`config.mk`:
```
export PLATFORM = sky130hd
export DESIGN_NAME = dma_blk_chan
export DESIGN_NICKNAME = d
export VERILOG_FILES = /design/src/rtl/dma_blk_pkg.sv /design/src/rtl/dma_blk_decode.sv /design/src/rtl/dma_blk_fifo.sv /design/src/rtl/dma_blk_chan.sv
export SDC_FILE = /design/constraint.sdc
export NUM_CORES = 1
export LEC_CHECK = 0
export BUFFER_PORTS_ARGS = -buffer_cell sky130_fd_sc_hd__buf_2
export CORE_ASPECT_RATIO = 1.5
export CORE_UTILIZATION = 40
export CTS_CLUSTER_DIAMETER = 100
export DETAILED_ROUTE_END_ITERATION = 8
export SETUP_SLACK_MARGIN = 0.3
export SLEW_MARGIN = 20
export SYNTH_ARGS = -nofsm -noshare
export SYNTH_HDL_FRONTEND = slang
export SYNTH_SLANG_ARGS = --single-unit
```
`constraint.sdc`:
```
create_clock -name clk -period 14.9 [get_ports clk]
set_clock_uncertainty 0.15 [all_clocks]
set_input_delay 2.235 -clock clk [delete_from_list [all_inputs] [get_ports clk]]
set_output_delay 2.235 -clock clk [all_outputs]
set_load 0.03 [all_outputs]
```
`src/rtl/dma_blk_pkg.sv`:
```
package dma_blk_pkg;

  typedef enum logic [1:0] {
    DIR_NONE = 2'd0,
    DIR_M2P  = 2'd1,
    DIR_P2M  = 2'd2
  } dir_e;

  localparam logic [31:0] CTL_M2P    = 32'h0100_0201;
  localparam logic [31:0] CTL_P2M    = 32'h0100_0200;
  localparam int          START_BIT  = 24;
  localparam logic [31:0] START_MASK = 32'h0100_0000;

  localparam logic [1:0] SEL_ADDR = 2'd0;
  localparam logic [1:0] SEL_BLK  = 2'd1;
  localparam logic [1:0] SEL_CTL  = 2'd2;

  // requested word count: high half times low half
  function automatic logic [31:0] blk_words(input logic [31:0] blk);
    return {16'h0, blk[31:16]} * {16'h0, blk[15:0]};
  endfunction

  function automatic logic [31:0] align_addr(input logic [31:0] a);
    return {a[31:2], 2'b00};
  endfunction

  // words that fit between the start word and the end of RAM
  function automatic logic [31:0] clamp_words(input logic [31:0] want,
                                              input logic [31:0] start_word,
                                              input logic [31:0] ram_words);
    logic [31:0] avail;
    avail = (start_word >= ram_words) ? 32'h0 : (ram_words - start_word);
    return (want < avail) ? want : avail;
  endfunction

  function automatic logic [31:0] end_addr_of(input logic [31:0] aligned,
                                              input logic [31:0] moved);
    return aligned + {moved[29:0], 2'b00};
  endfunction

endpackage

```
`src/rtl/dma_blk_decode.sv`:
```
module dma_blk_decode
  import dma_blk_pkg::*;
#(
  parameter int RAM_WORDS = 256,
  parameter int AW        = 8,
  parameter int CW        = 9
) (
  input  logic [31:0]   ctl_val,
  input  logic [31:0]   addr_val,
  input  logic [31:0]   blk_val,
  output dir_e          dir,
  output logic          go,
  output logic [CW-1:0] copy_words,
  output logic [AW-1:0] start_ptr,
  output logic [31:0]   end_addr
);
  logic [31:0] aligned;
  logic [31:0] start_word;
  logic [31:0] want;
  logic [31:0] copy32;

  always_comb begin
    aligned    = align_addr(addr_val);
    start_word = {2'b00, aligned[31:2]};
    want       = blk_words(blk_val);
    copy32     = clamp_words(want, start_word, 32'(RAM_WORDS));
    copy_words = copy32[CW-1:0];
    start_ptr  = start_word[AW-1:0];
    end_addr   = end_addr_of(aligned, copy32);
    go         = ctl_val[START_BIT];
    if (ctl_val == CTL_M2P)      dir = DIR_M2P;
    else if (ctl_val == CTL_P2M) dir = DIR_P2M;
    else                         dir = DIR_NONE;
  end

endmodule

```
`src/rtl/dma_blk_fifo.sv`:
```
module dma_blk_fifo #(
  parameter int DW    = 32,
  parameter int DEPTH = 2,
  localparam int PW   = (DEPTH > 1) ? $clog2(DEPTH) : 1,
  localparam int NW   = $clog2(DEPTH + 1)
) (
  input  logic          clk,
  input  logic          rst_n,
  input  logic          push,
  input  logic [DW-1:0] push_data,
  input  logic          pop,
  output logic          out_valid,
  output logic [DW-1:0] out_data,
  output logic [NW-1:0] level
);
  logic [DW-1:0] slots [DEPTH];
  logic [PW-1:0] wptr, rptr;

  function automatic logic [PW-1:0] bump(input logic [PW-1:0] p);
    return (p == PW'(DEPTH - 1)) ? '0 : p + PW'(1);
  endfunction

  always_ff @(posedge clk or negedge rst_n) begin
    if (!rst_n) begin
      wptr  <= '0;
      rptr  <= '0;
      level <= '0;
    end else begin
      if (push) wptr <= bump(wptr);
      if (pop)  rptr <= bump(rptr);
      if (push && !pop)      level <= level + NW'(1);
      else if (pop && !push) level <= level - NW'(1);
    end
  end

  always_ff @(posedge clk) begin
    if (push) slots[wptr] <= push_data;
  end

  assign out_valid = (level != '0);
  assign out_data  = slots[rptr];

  AST_FIFO_NO_OVERFLOW: assert property (@(posedge clk) disable iff (!rst_n)
    push && !pop |-> level < NW'(DEPTH));
  AST_FIFO_NO_UNDERFLOW: assert property (@(posedge clk) disable iff (!rst_n)
    pop |-> out_valid);

endmodule

```
`src/rtl/dma_blk_chan.sv`:
```
module dma_blk_chan
  import dma_blk_pkg::*;
#(
  parameter int RAM_WORDS = 256,
  localparam int AW = (RAM_WORDS > 1) ? $clog2(RAM_WORDS) : 1,
  localparam int CW = $clog2(RAM_WORDS + 1)
) (
  input  logic          clk,
  input  logic          rst_n,
  input  logic          cfg_we,
  input  logic [1:0]    cfg_sel,
  input  logic [31:0]   cfg_wdata,
  output logic [31:0]   addr_q,
  output logic [31:0]   blk_q,
  output logic [31:0]   ctl_q,
  output logic          ram_en,
  output logic          ram_we,
  output logic [AW-1:0] ram_addr,
  output logic [31:0]   ram_wdata,
  input  logic [31:0]   ram_rdata,
  output logic          pout_valid,
  input  logic          pout_ready,
  output logic [31:0]   pout_data,
  input  logic          pin_valid,
  output logic          pin_ready,
  input  logic [31:0]   pin_data,
  output logic          busy,
  output logic          irq
);
  localparam int FD  = 2;
  localparam int FNW = $clog2(FD + 1);

  // registers
  logic [31:0]   addr_r, blk_r, ctl_r;
  logic          busy_r, irq_r, rd_vld_r;
  dir_e          dir_r;
  logic [CW-1:0] issue_left, beat_left;
  logic [AW-1:0] ptr;
  logic [31:0]   end_r;

  // decode results
  dir_e          dec_dir;
  logic          dec_go;
  logic [CW-1:0] dec_copy;
  logic [AW-1:0] dec_ptr;
  logic [31:0]   dec_end;

  // named events
  logic ev_wr_ok, ev_start, ev_launch, ev_zero, ev_issue, ev_pop;
  logic ev_wbeat, ev_beat, ev_last, ev_done;

  logic [FNW-1:0] fifo_level;
  logic [2:0]     occ_next;

  dma_blk_decode #(.RAM_WORDS(RAM_WORDS), .AW(AW), .CW(CW)) u_dec (
    .ctl_val    (cfg_wdata),
    .addr_val   (addr_r),
    .blk_val    (blk_r),
    .dir        (dec_dir),
    .go         (dec_go),
    .copy_words (dec_copy),
    .start_ptr  (dec_ptr),
    .end_addr   (dec_end)
  );

  dma_blk_fifo #(.DW(32), .DEPTH(FD)) u_fifo (
    .clk       (clk),
    .rst_n     (rst_n),
    .push      (rd_vld_r),
    .push_data (ram_rdata),
    .pop       (ev_pop),
    .out_valid (pout_valid),
    .out_data  (pout_data),
    .level     (fifo_level)
  );

  always_comb begin
    ev_wr_ok  = cfg_we && !busy_r;
    ev_start  = ev_wr_ok && (cfg_sel == SEL_CTL) && dec_go;
    ev_launch = ev_start && (dec_dir != DIR_NONE) && (dec_copy != '0);
    ev_zero   = ev_start && (dec_dir != DIR_NONE) && (dec_copy == '0);
    ev_pop    = pout_valid && pout_ready;
    occ_next  = 3'(fifo_level) + {2'b00, rd_vld_r} - {2'b00, ev_pop};
    ev_issue  = busy_r && (dir_r == DIR_M2P) && (issue_left != '0)
                && (occ_next < 3'(FD));
    ev_wbeat  = busy_r && (dir_r == DIR_P2M) && pin_valid;
    ev_beat   = (dir_r == DIR_M2P) ? ev_pop : ev_wbeat;
    ev_last   = busy_r && ev_beat && (beat_left == CW'(1));
    ev_done   = (ev_start && !ev_launch) || ev_last;
  end

  always_ff @(posedge clk or negedge rst_n) begin
    if (!rst_n) begin
      addr_r     <= '0;
      blk_r      <= '0;
      ctl_r      <= '0;
      busy_r     <= 1'b0;
      irq_r      <= 1'b0;
      rd_vld_r   <= 1'b0;
      dir_r      <= DIR_NONE;
      issue_left <= '0;
      beat_left  <= '0;
      ptr        <= '0;
      end_r      <= '0;
    end else begin
      irq_r    <= ev_done;
      rd_vld_r <= ev_issue;
      if (ev_wr_ok) begin
        case (cfg_sel)
          SEL_ADDR: addr_r <= cfg_wdata;
          SEL_BLK:  blk_r  <= cfg_wdata;
          SEL_CTL:  ctl_r  <= ev_launch ? cfg_wdata : (cfg_wdata & ~START_MASK);
          default:  ;
        endcase
      end
      if (ev_zero) addr_r <= dec_end;
      if (ev_launch) begin
        busy_r     <= 1'b1;
        dir_r      <= dec_dir;
        issue_left <= dec_copy;
        beat_left  <= dec_copy;
        ptr        <= dec_ptr;
        end_r      <= dec_end;
      end
      if (busy_r) begin
        if (ev_issue)             issue_left <= issue_left - CW'(1);
        if (ev_issue || ev_wbeat) ptr        <= ptr + AW'(1);
        if (ev_beat)              beat_left  <= beat_left - CW'(1);
        if (ev_last) begin
          busy_r           <= 1'b0;
          addr_r           <= end_r;
          ctl_r[START_BIT] <= 1'b0;
        end
      end
    end
  end

  assign addr_q    = addr_r;
  assign blk_q     = blk_r;
  assign ctl_q     = ctl_r;
  assign busy      = busy_r;
  assign irq       = irq_r;
  assign pin_ready = busy_r && (dir_r == DIR_P2M);
  assign ram_en    = ev_issue || ev_wbeat;
  assign ram_we    = ev_wbeat;
  assign ram_addr  = ptr;
  assign ram_wdata = pin_data;

  AST_BUSY_FALL_WITH_IRQ: assert property (@(posedge clk) disable iff (!rst_n)
    $fell(busy) |-> irq);
  AST_IRQ_START_CLEARED: assert property (@(posedge clk) disable iff (!rst_n)
    irq |-> !ctl_q[START_BIT]);
  AST_IRQ_NOT_BUSY: assert property (@(posedge clk) disable iff (!rst_n)
    irq |-> !busy);
  AST_BUSY_RISE_START_SET: assert property (@(posedge clk) disable iff (!rst_n)
    $rose(busy) |-> ctl_q[START_BIT]);
  AST_RAM_IN_RANGE: assert property (@(posedge clk) disable iff (!rst_n)
    ram_en |-> 32'(ram_addr) < 32'(RAM_WORDS));
  AST_NO_WRITE_OUTBOUND: assert property (@(posedge clk) disable iff (!rst_n)
    ram_we |-> pin_ready);
  AST_NO_OUTBOUND_WHEN_INBOUND: assert property (@(posedge clk) disable iff (!rst_n)
    pin_ready |-> !pout_valid);
  AST_ADDR_HELD_WHILE_BUSY: assert property (@(posedge clk) disable iff (!rst_n)
    busy && $past(busy) |-> $stable(addr_q) && $stable(blk_q));

endmodule

```
======== Word level (Yosys, flattened, before mapping) ========
Memory sizes are Yosys's and may differ from the RTL's.
Index checks and enable logic that the tools add are counted.
W data, S select, Z words.
word-level totals
  input bits .............................. 103
  memories kept ........................... 1
  RAM bits ................................ 64
  bits in registers ....................... 163
memory list
  name          depth  bits a word  rd ports  clocked after memory_dff  write ports  line                source
  u_fifo.slots  2      32           1         0                         1            dma_blk_fifo.sv:16  logic [DW-1:0] slots [DEPTH];
cells by class
  $lt $le $gt $ge ......................... 3
  $add $sub $neg .......................... 11
  reduce and logical (&&, ||, !) cells .... 32
  eq/ne operators ......................... 7
  multipliers ............................. 1
  mux-type cells .......................... 33
operator list
  operator                 number
  $mux W32                 6
  $mux W25                 3
  $eq A32 B25 Y1 const B   2
  $mux W9                  6
  $add A32 B32 Y32         1
  $lt A32 B32 Y1           1
  $mul A16 B16 Y32         1
  $sub A9 B30 Y31 const A  1
  $ge A30 B9 Y1 const B    1
  $mux W30                 1
  $mux W8                  3
  $reduce_bool A9 Y1       2
  $sub A9 B1 Y9 const B    2
  $logic_and A1 B1 Y1      17
  $mux W1                  10
  $eq A9 B1 Y1 const B     1
  $logic_not A9 Y1         1
  $add A8 B1 Y8 const B    1
  $mux W2                  4
  $reduce_bool A2 Y1       3
  $eq A2 B1 Y1 const B     2
  $eq A2 B2 Y1 const B     2
  $logic_not A1 Y1         4
  $reduce_and A2 Y1        2
  other kinds (8)          10

======== Depth between registers and ports, before layout ========
Gate-level depths: netlist (run 1).
  depth in word-level cells ............... 11
  gate-level depth with buffers ........... 46
  mapped depth without buffers ............ 42

======== Cells and area by module ========
From an unflattened synthesis (run 1), not the netlist that was laid out.
second synthesis, totals
  cell total of the unflattened synthesis .. 2185
  area, all modules ....................... 21585.7 µm²
modules (own cells, without submodules)
  module          times used  area each (µm²)  cells an instance
  dma_blk_decode  1           11298.3          1370
  dma_blk_chan    1           7642.3           700
  dma_blk_fifo    1           2645.0           115

======== Worst setup path before layout (run 1) ========
No wires, ideal clock.
  kind .................................... register to register
  start ................................... reg blk_r[9], in the netlist blk_q[9]
  end ..................................... reg end_r[30]
  cell stages (with the launch flop) ...... 41
  data arrival time ....................... 9661 ps
  clock period less this slack ............ 9936 ps
  path slack .............................. 4964 ps
  buffers on the path ..................... 2
  library setup time ...................... 125 ps
  cell sequence ........................... dfrtp_1 clkbuf_1 clkbuf_1 nand2_1 fa_1 fa_1 inv_1 fa_1 fa_1 fa_1 inv_1 fa_1 inv_1 ha_1 a21oi_1 nor2b_1 o21ai_0 nand2b_1 [5 not listed] ha_1 nor2b_1 o21ai_0 nand2b_1 a211oi_1 nand2_1 mux2i_1 ha_1 fa_1 a211oi_1 o21bai_1 a211oi_1 o311ai_0 nand2_1 o211ai_1 o311a_1 xnor2_1 o21ai_1
between the ends
  longest elaborated chain between the ends .. 5
ends and longest elaborated chain
  item                                                                      line                 source
  start: declaration                                                        dma_blk_chan.sv:34   logic [31:0] addr_r, blk_r, ctl_r;
  start signal: assignment                                                  dma_blk_chan.sv:111  SEL_BLK: blk_r <= cfg_wdata;
  $mul A16 B16 Y32 *                                                        dma_blk_pkg.sv:20    return {16'h0, blk[31:16]} * {16'h0, blk[15:0]};
  $lt A32 B32 Y1                                                            dma_blk_pkg.sv:33    return (want < avail) ? want : avail;
  $mux W30 *                                                                dma_blk_pkg.sv:33
  parallel branches: the longest is 2 deep, another holds $add A32 B32 Y32  -
  end signal: assignment                                                    dma_blk_chan.sv:123  end_r <= dec_end;
  end: declaration                                                          dma_blk_chan.sv:39   logic [31:0] end_r;
Every way passes the cells marked *.
A chain may end at the register's enable or synchronous reset.

======== Worst setup path in the final report (run 1) ========
  start ................................... reg blk_r[24], in the netlist blk_q[24]
  end ..................................... reg end_r[30]
The elaborated chain is that of the path after synthesis.

==> flow_metrics.env, run 1 <==
export IMPL_status="finished, final reports clean"
export IMPL_hold_slack_ps=317
export IMPL_synth_top_area_share_pct=19.1
export IMPL_wl_per_cell_um=20.8
export IMPL_start_util_pct=40.7
export IMPL_synth_top_area_cell="dfrtp_1"
export IMPL_htreeDepth=1
export IMPL_cp_max_fo=18
export IMPL_finalSetupViolCount=0
export IMPL_rows=102
export IMPL_die_h_um=283
export IMPL_timing_critical_path_buf_inv=3
export IMPL_ys_warn_count=0
export IMPL_ys_top_cells_by_count="271 x nand2_1, 264 x inv_1, 196 x fa_1"
export IMPL_hpwl_um=47600
export IMPL_drive_gt1_share_pct=17.6
export IMPL_r2r_end="end_r[30]"
export IMPL_avgViaCountPerCell=5.47
export IMPL_fp_dieW_um=190
export IMPL_synth_most_common_cell="nand2_1"
export IMPL_io_pins=277
export IMPL_placed_cells=2947
export IMPL_worstMarginPinSlew_ps=1010
export IMPL_worstPathRequired_ps=15160
export IMPL_nets=2773
export IMPL_cts_sinks=225
export IMPL_hold_class="register to register"
export IMPL_hold_end="end_r[13]"
export IMPL_async_flop_share_pct=71.6
export IMPL_reg2reg_depth=37
export IMPL_cpPeakStageDelay_ps=990
export IMPL_area_growth_pct=11.4
export IMPL_cts_buffers=26
export IMPL_gr_usage_met1_pct=29.2
export IMPL_port_buffers=212
export IMPL_gr_total_overflow=0
export IMPL_synth_area_leaders="dfrtp_1 19%, fa_1 19%, ha_1 10%"
export IMPL_postRouteAntennaNets=0
export IMPL_reg2reg_from="blk_q[24]"
export IMPL_first_pass_iters=5
export IMPL_rsz0062_at_grt="no"
export IMPL_maxCapViolCount=0
export IMPL_first_global_vias=17539
export IMPL_maxClockFrequency_ghz=0.0845
export IMPL_gp_congestion=0.923
export IMPL_critical_path_top_delay_family="adder cells"
export IMPL_synth_ff_type="dfrtp_1"
export IMPL_core_area_um2=51800
export IMPL_cts_max_path_buffers=3
export IMPL_cp_common_cell="fa_1"
export IMPL_finalInstanceArea_um2=23500
export IMPL_relSlewSlack_pct=33.0
export IMPL_end_kind="register"
export IMPL_grt_usage_pct=23.7
export IMPL_reg2reg_slack_ps=3070
export IMPL_dpl_instance_area_um2=22600
export IMPL_die_area_um2=53700
export IMPL_cp_data_arrival_time_ps=12100
export IMPL_vias=16371
export IMPL_grt_busiest_layer="met2"
export IMPL_crit_type="register to register"
export IMPL_globalRouteMet2Util_pct=41.7
export IMPL_fin_crit_sh_pct=79.4
export IMPL_cts_root_buf="clkbuf_16"
export IMPL_hold_start="end_r[13]"
export IMPL_cpMaxStageDelayCell="dfrtp_1"
export IMPL_grt_first_pass_wirelength_um=99100
export IMPL_yosysUniqueCellTypes=81
export IMPL_drt_total_wl_um=62200
export IMPL_hold_buffers=0
export IMPL_whs_path_depth=2
export IMPL_hold_violations=0
export IMPL_cts_tree="built"
export IMPL_seq_area_frac_synth_pct=28.2
export IMPL_drc_errors=0
export IMPL_path_clk_slew_ps=60
export IMPL_grtUsageMet3_pct=2.82
export IMPL_fin_cells=2995
export IMPL_slew_viol_final=0
export IMPL_cts_setup_buffers=0
export IMPL_cp_start_kind="register"
export IMPL_diodes=0
export IMPL_fin_setup_tns_ps=0
export IMPL_grt_max_degree=93
export IMPL_antenna_found_initial=1
export IMPL_fin_crit_ps=11830
export IMPL_synth_enable_flop_cells=64
export IMPL_syn_area_um2=21100
export IMPL_synthCells=2148
export IMPL_insertion_delay_ps=570
export IMPL_synth_seq_cells=225
export IMPL_drt_iter0_markers=899
export IMPL_synth_area_per_cell_um2=9.82
export IMPL_post_cts_resized=0
[state kept, by name (all words and copies together) (netlist names)]
register and count:
u_fifo.slots 64, irq 1, blk_q 32, ctl_q 32, rd_vld_r 1, ram_addr 8
dir_r 2, busy 1, addr_q 32, end_r 30, issue_left 9, u_fifo.wptr 1
u_fifo.level 2, u_fifo.rptr 1, beat_left 9
[through the flow]
step	setup WS (ps)	util [%]
3_3_place_gp	3340	43.7
2_1_floorplan	4960	-
5_1_grt	2250	45.3
4_1_cts	3120	45.3
6_report	3070	45.3
3_5_place_dp	3190	43.7
[worst reg2reg max path, delay by kind of cell, from the launching register on]
family	cells	cell delay, ps
AOI/OAI and AO/OA	15	3950
xor gates and xnor gates	2	280
adders and majority gates	10	4380
buffers and inverters	3	170
DFF	1	990
muxes	1	470
and+or+nand+nor	6	1310
[area by class of cell]
cell class,count,area [um2]
sequential,225,5950
clock buffer,35,704
multi-input combinational,1547,13600
clock inverter,13,170
timing repair buffer,233,1220
inverter,266,998
fill,5050,28300
tap,676,846
[placed cells by master, fill, tap and decap left out, drive strengths merged, types with 5 or more instances in the layout]
cell type	n
a211oi	15
a21bo	5
a21boi	5
a21o	27
a21oi	75
a22oi	19
a31oi	9
and2	128
and3	13
buf	233
clkbuf	35
clkinv	8
conb	11
dfrtp	161
edfxtp	64
fa	196
ha	175
inv	266
mux2	102
mux2i	45
nand2	272
nand2b	13
nand3	42
nand4	10
nor2	70
nor2b	10
nor3	21
nor4	18
o211a	8
o211ai	12
o21a	13
o21ai	72
o21bai	5
o22ai	6
o31ai	16
or2	7
or3	15
xnor2	40
xor2	22
[routing by layer]
layer,share of wire (%),wire (um),vias to the layer above
met4,4.0,2460,0
met3,4.8,3000,129
met5,0,0,-
met2,50,31300,505
met1,41,25400,8279
li1,-,-,7458
[kinds of logic after synthesis]
kind of cell,share of synthesized area (%)
compound gates,10.2
mux,7.58
simple gates,14.7
flops,28.2
xor+xnor,2.57
other cells,0.0178
buf+inv,7.71
fa+ha+maj,29.0
[how the worst max path moves through the flow]
stage,startpoint,end,slack (ps),cells past startpoint
floorplan,blk_q[9],end_r[30],4960,40
global placement,blk_q[23],end_r[30],3340,38
detailed placement,blk_q[24],end_r[30],3190,37
CTS,blk_q[24],end_r[30],3120,37
global route,blk_q[24],end_r[30],2250,37
finish,blk_q[24],end_r[30],3070,37
Power of run 1 is left out: the tool's default activity adds up to more than one toggle a clock period on the data nets, which glitch-free logic cannot reach.
==> inputs of run 2 (changes only) <==
Clock period 14.9 ns to 11.9 ns, I/O delays scaled along.
==> flow_metrics.env, run 2 (same netlist as run 1, synthesis figures left out) <==
export IMPL_drt_iter0_markers=944
export IMPL_largest_reg_flops=64
export IMPL_vias=16401
export IMPL_status="finished, final reports clean"
export IMPL_hold_class="register to register"
export IMPL_insertion_delay_ps=570
export IMPL_cpMaxStageDelayCell="dfrtp_1"
export IMPL_critical_path_top_delay_family="compound AO/OA/AOI/OAI gates"
export IMPL_cpPeakStageDelay_ps=660
export IMPL_postRouteAntennaNets=0
export IMPL_io_pins=277
export IMPL_rsz0062_at_grt="yes"
export IMPL_port_buffers=212
export IMPL_fin_setup_tns_ps=0
export IMPL_worstMarginPinSlew_ps=899
export IMPL_rows=102
export IMPL_fp_dieW_um=190
export IMPL_start_util_pct=40.7
export IMPL_gr_total_overflow=0
export IMPL_layout_commonest_cell="nand2_1"
export IMPL_cts_sinks=225
export IMPL_timing_critical_path_buf_inv=4
export IMPL_core_area_um2=51800
export IMPL_path_clk_slew_ps=60
export IMPL_antenna_found_initial=2
export IMPL_first_global_vias=17612
export IMPL_cp_max_fo=18
export IMPL_cp_start_kind="register"
export IMPL_area_growth_pct=12.0
export IMPL_die_h_um=283
export IMPL_slew_viol_final=0
export IMPL_dpl_instance_area_um2=22800
export IMPL_crit_type="register to register"
export IMPL_layout_common_cells="271 x nand2_1, 264 x inv_1, 211 x buf_2, 196 x fa_1, 175 x ha_1"
export IMPL_die_area_um2=53700
export IMPL_cp_data_arrival_time_ps=11360
export IMPL_hold_violations=0
export IMPL_htreeDepth=1
export IMPL_cp_common_cell="fa_1"
export IMPL_gp_congestion=0.916
export IMPL_relSlewSlack_pct=39.9
export IMPL_end_kind="register"
export IMPL_drc_errors=0
export IMPL_regMostFlops="u_fifo.slots"
export IMPL_hold_buffers=0
export IMPL_maxCapViolCount=0
export IMPL_finalInstanceArea_um2=23600
export IMPL_finalSetupViolCount=0
export IMPL_grt_usage_pct=24.1
export IMPL_hpwl_um=49300
export IMPL_cts_buffers=26
export IMPL_worstPathRequired_ps=12160
export IMPL_drive_gt1_share_pct=18.7
export IMPL_cts_max_path_buffers=3
export IMPL_grt_first_pass_wirelength_um=100000
export IMPL_fin_crit_sh_pct=93.3
export IMPL_cts_root_buf="clkbuf_16"
export IMPL_fin_crit_ps=11100
export IMPL_nets=2793
export IMPL_first_pass_iters=5
export IMPL_grt_max_degree=65
export IMPL_maxClockFrequency_ghz=0.0901
export IMPL_wl_per_cell_um=21.0
export IMPL_drt_total_wl_um=63200
export IMPL_cts_tree="built"
export IMPL_avgViaCountPerCell=5.44
-- run 2: cell types whose count changed in the layout (fill, tap and decap cells not counted), sizes merged --
cell and delta:
clkinvlp -1, buf +20, clkinv +1, diode +2, bufinv -1
-- run 2: worst register-to-register path, delay by kind of cell, from the launching register on --
kind	cells	cell delay, ps
DFF	1	660
adders and majority gates	9	4210
AOI/OAI and AO/OA	18	4430
xor gates and xnor gates	1	310
and+or+nand+nor	6	1040
buffers and inverters	4	210
-- run 2: layer usage --
layer	global-route usage [%]	share of wire (%)
met1	29.6	39
met2	42.1	51
met3	2.90	5.5
met4	10.5	4.5
met5	0	0
-- run 2: worst paths after layout --
| check | start | depth (start not counted) | endpoint | slack [ps] |
|---|---|---|---|---|
| worst max register to register | blk_q[23] | 38 | addr_q[23] | 800 |
| min in group asynchronous | rst_n | 1 | ram_addr[4] | 960 |
| max in group asynchronous | rst_n | 2 | blk_q[25] | 9330 |
| worst max-delay path | blk_q[23] | 38 | addr_q[23] | 800 |
| worst min register to register | end_r[20] | 2 | end_r[20] | 310 |
| worst min-delay path | end_r[20] | 2 | end_r[20] | 310 |
-- run 2: final cells by class --
cell class / count / area (um2)
sequential: 225 / 5960
tap: 676 / 846
timing repair buffer: 253 / 1380
multi-input combinational: 1547 / 13600
inverter: 266 / 998
fill: 4978 / 28200
clock inverter: 12 / 131
clock buffer: 35 / 706
antenna: 2 / 5.00
-- run 2: repair_timing --
| action | in CTS | in global routing |
|---|---|---|
| gates resized for setup | 0 | 10 |
| setup buffers | 0 | 0 |
| endpoints found under the setup margin | 0 | 22 |
-- run 2: metrics by stage --
| stage | utilization (%) | instances | worst slack, ps | hold WS, ps |
|---|---|---|---|---|
| floorplan | - | 2158 | 1960 | 289 |
| CTS | 45.6 | 3014 | 445 | 320 |
| detailed placement | 43.9 | 2967 | 499 | 306 |
| global placement | 43.9 | 2967 | 583 | 299 |
| global route | 45.6 | 3015 | 288 | 337 |
| finish | 45.6 | 3016 | 798 | 315 |
Power of run 2 is left out for the same reason.
==> inputs of run 3 (changes only) <==
Settings changed: RECOVER_POWER set to 50.
==> flow_metrics.env, run 3 (same netlist as run 1, synthesis figures left out) <==
export IMPL_cts_root_buf="clkbuf_16"
export IMPL_crit_type="register to register"
export IMPL_path_clk_slew_ps=60
export IMPL_slew_viol_final=298
export IMPL_cts_setup_buffers=0
export IMPL_cts_max_path_buffers=3
export IMPL_port_buffers=212
export IMPL_die_area_um2=53700
export IMPL_dpl_instance_area_um2=22800
export IMPL_cts_sinks=225
export IMPL_grt_usage_pct=24.1
export IMPL_worstMarginPinSlew_ps=3660
export IMPL_nets=2793
export IMPL_vias=16381
export IMPL_grt_max_degree=65
export IMPL_hold_buffers=0
export IMPL_nFillCells=4985
export IMPL_grt_first_pass_wirelength_um=100000
export IMPL_fin_crit_sh_pct=93.2
export IMPL_start_util_pct=40.7
export IMPL_grt_busiest_layer="met2"
export IMPL_cp_start_kind="register"
export IMPL_hold_class="register to register"
export IMPL_cts_buffers=26
export IMPL_gr_usage_met1_pct=29.6
export IMPL_worstPathRequired_ps=12160
export IMPL_finalInstanceArea_um2=23500
export IMPL_postRouteAntennaNets=0
export IMPL_finalSetupViolCount=0
export IMPL_fin_crit_ps=11090
export IMPL_antenna_found_initial=1
export IMPL_rsz0062_at_grt="yes"
export IMPL_critical_path_top_delay_family="compound AO/OA/AOI/OAI gates"
export IMPL_rows=102
export IMPL_end_kind="register"
export IMPL_cpPeakStageDelay_ps=640
export IMPL_globalRouteMet2Util_pct=42.1
export IMPL_first_global_vias=17612
export IMPL_hpwl_um=49300
export IMPL_relSlewSlack_pct=-144
export IMPL_wl_per_cell_um=21.0
export IMPL_grtUsageMet3_pct=2.90
export IMPL_regMostFlops="u_fifo.slots"
export IMPL_cts_tree="built"
export IMPL_die_h_um=283
export IMPL_timing_critical_path_buf_inv=4
export IMPL_drive_gt1_share_pct=17.7
export IMPL_gp_congestion=0.916
export IMPL_status="finished, violations left"
export IMPL_post_cts_resized=0
export IMPL_cp_data_arrival_time_ps=11340
export IMPL_insertion_delay_ps=570
export IMPL_drc_errors=0
export IMPL_io_pins=277
export IMPL_maxClockFrequency_ghz=0.0902
export IMPL_diodes=0
export IMPL_cpMaxStageDelayCell="dfrtp_1"
export IMPL_area_growth_pct=11.6
export IMPL_drt_total_wl_um=63100
export IMPL_drt_iter0_markers=925
export IMPL_cp_common_cell="fa_1"
export IMPL_htreeDepth=1
export IMPL_largest_reg_flops=64
export IMPL_gr_total_overflow=0
export IMPL_first_pass_iters=5
export IMPL_hold_violations=0
export IMPL_violations="capacitance limit, slew limit"
export IMPL_maxCapViolCount=7
export IMPL_cp_max_fo=18
export IMPL_layout_commonest_cell="nand2_1"
export IMPL_fin_setup_tns_ps=0
export IMPL_fp_dieW_um=190
export IMPL_avgViaCountPerCell=5.43
export IMPL_layout_common_cells="271 x nand2_1, 264 x inv_1, 196 x fa_1, 196 x buf_2, 175 x ha_1"
export IMPL_core_area_um2=51800
run 3: cell types whose count changed in the layout (fill, tap and decap cells not counted):
cell	delta
buf_4	-6
nor4bb_4	-2
buf_6	-1
diode_2	-2
nor4bb_1	+2
clkbuf_1	+22
buf_2	-15
run 3: cell type report:
class                   count  area [um2]  share of cell area [%]
clock buffers              35         706                    3.00
flip-flops and latches    225        5960                    25.3
repair buffers            253        1330                    5.63
clock inverters            12         131                   0.558
well taps                 676         846                    3.59
inverters                 266         998                    4.24
multi-input cells        1547       13600                    57.7
run 3: final timing paths:
path	startpoint	to	slack [ps]	depth (start not counted)
setup / recovery	blk_q[6]	addr_q[23]	810	38
min in group asynchronous	rst_n	ram_addr[4]	1680	1
hold reg to reg	end_r[20]	end_r[20]	310	2
setup reg to reg	blk_q[6]	addr_q[23]	810	38
max in group asynchronous	rst_n	blk_q[25]	5240	2
hold / removal	end_r[20]	end_r[20]	310	2
run 3: metal layers:
layer / share of wire (%) / routed length, um
met1: 39 / 24800
met2: 50 / 31800
met3: 5.8 / 3650
met4: 4.6 / 2910
met5: 0 / 0
run 3: through the flow:
| step | util, % | setup WS (ps) | hold WS, ps | cells |
|---|---|---|---|---|
| finish | 45.4 | 815 | 314 | 3014 |
| global placement | 43.9 | 583 | 299 | 2967 |
| detailed placement | 43.9 | 499 | 306 | 2967 |
| CTS | 45.6 | 445 | 320 | 3014 |
| floorplan | - | 1960 | 289 | 2158 |
| global route | 45.4 | 288 | 337 | 3014 |
run 3: worst reg2reg max path: cells and delay by family (launching register included):
kind            cells  cell delay, ps
compound gates     18            4440
fa+ha+maj           9            4190
simple gates        6            1050
flops               1             640
xor+xnor            1             300
buf+inv             4             210
Power of run 3 is left out for the same reason.
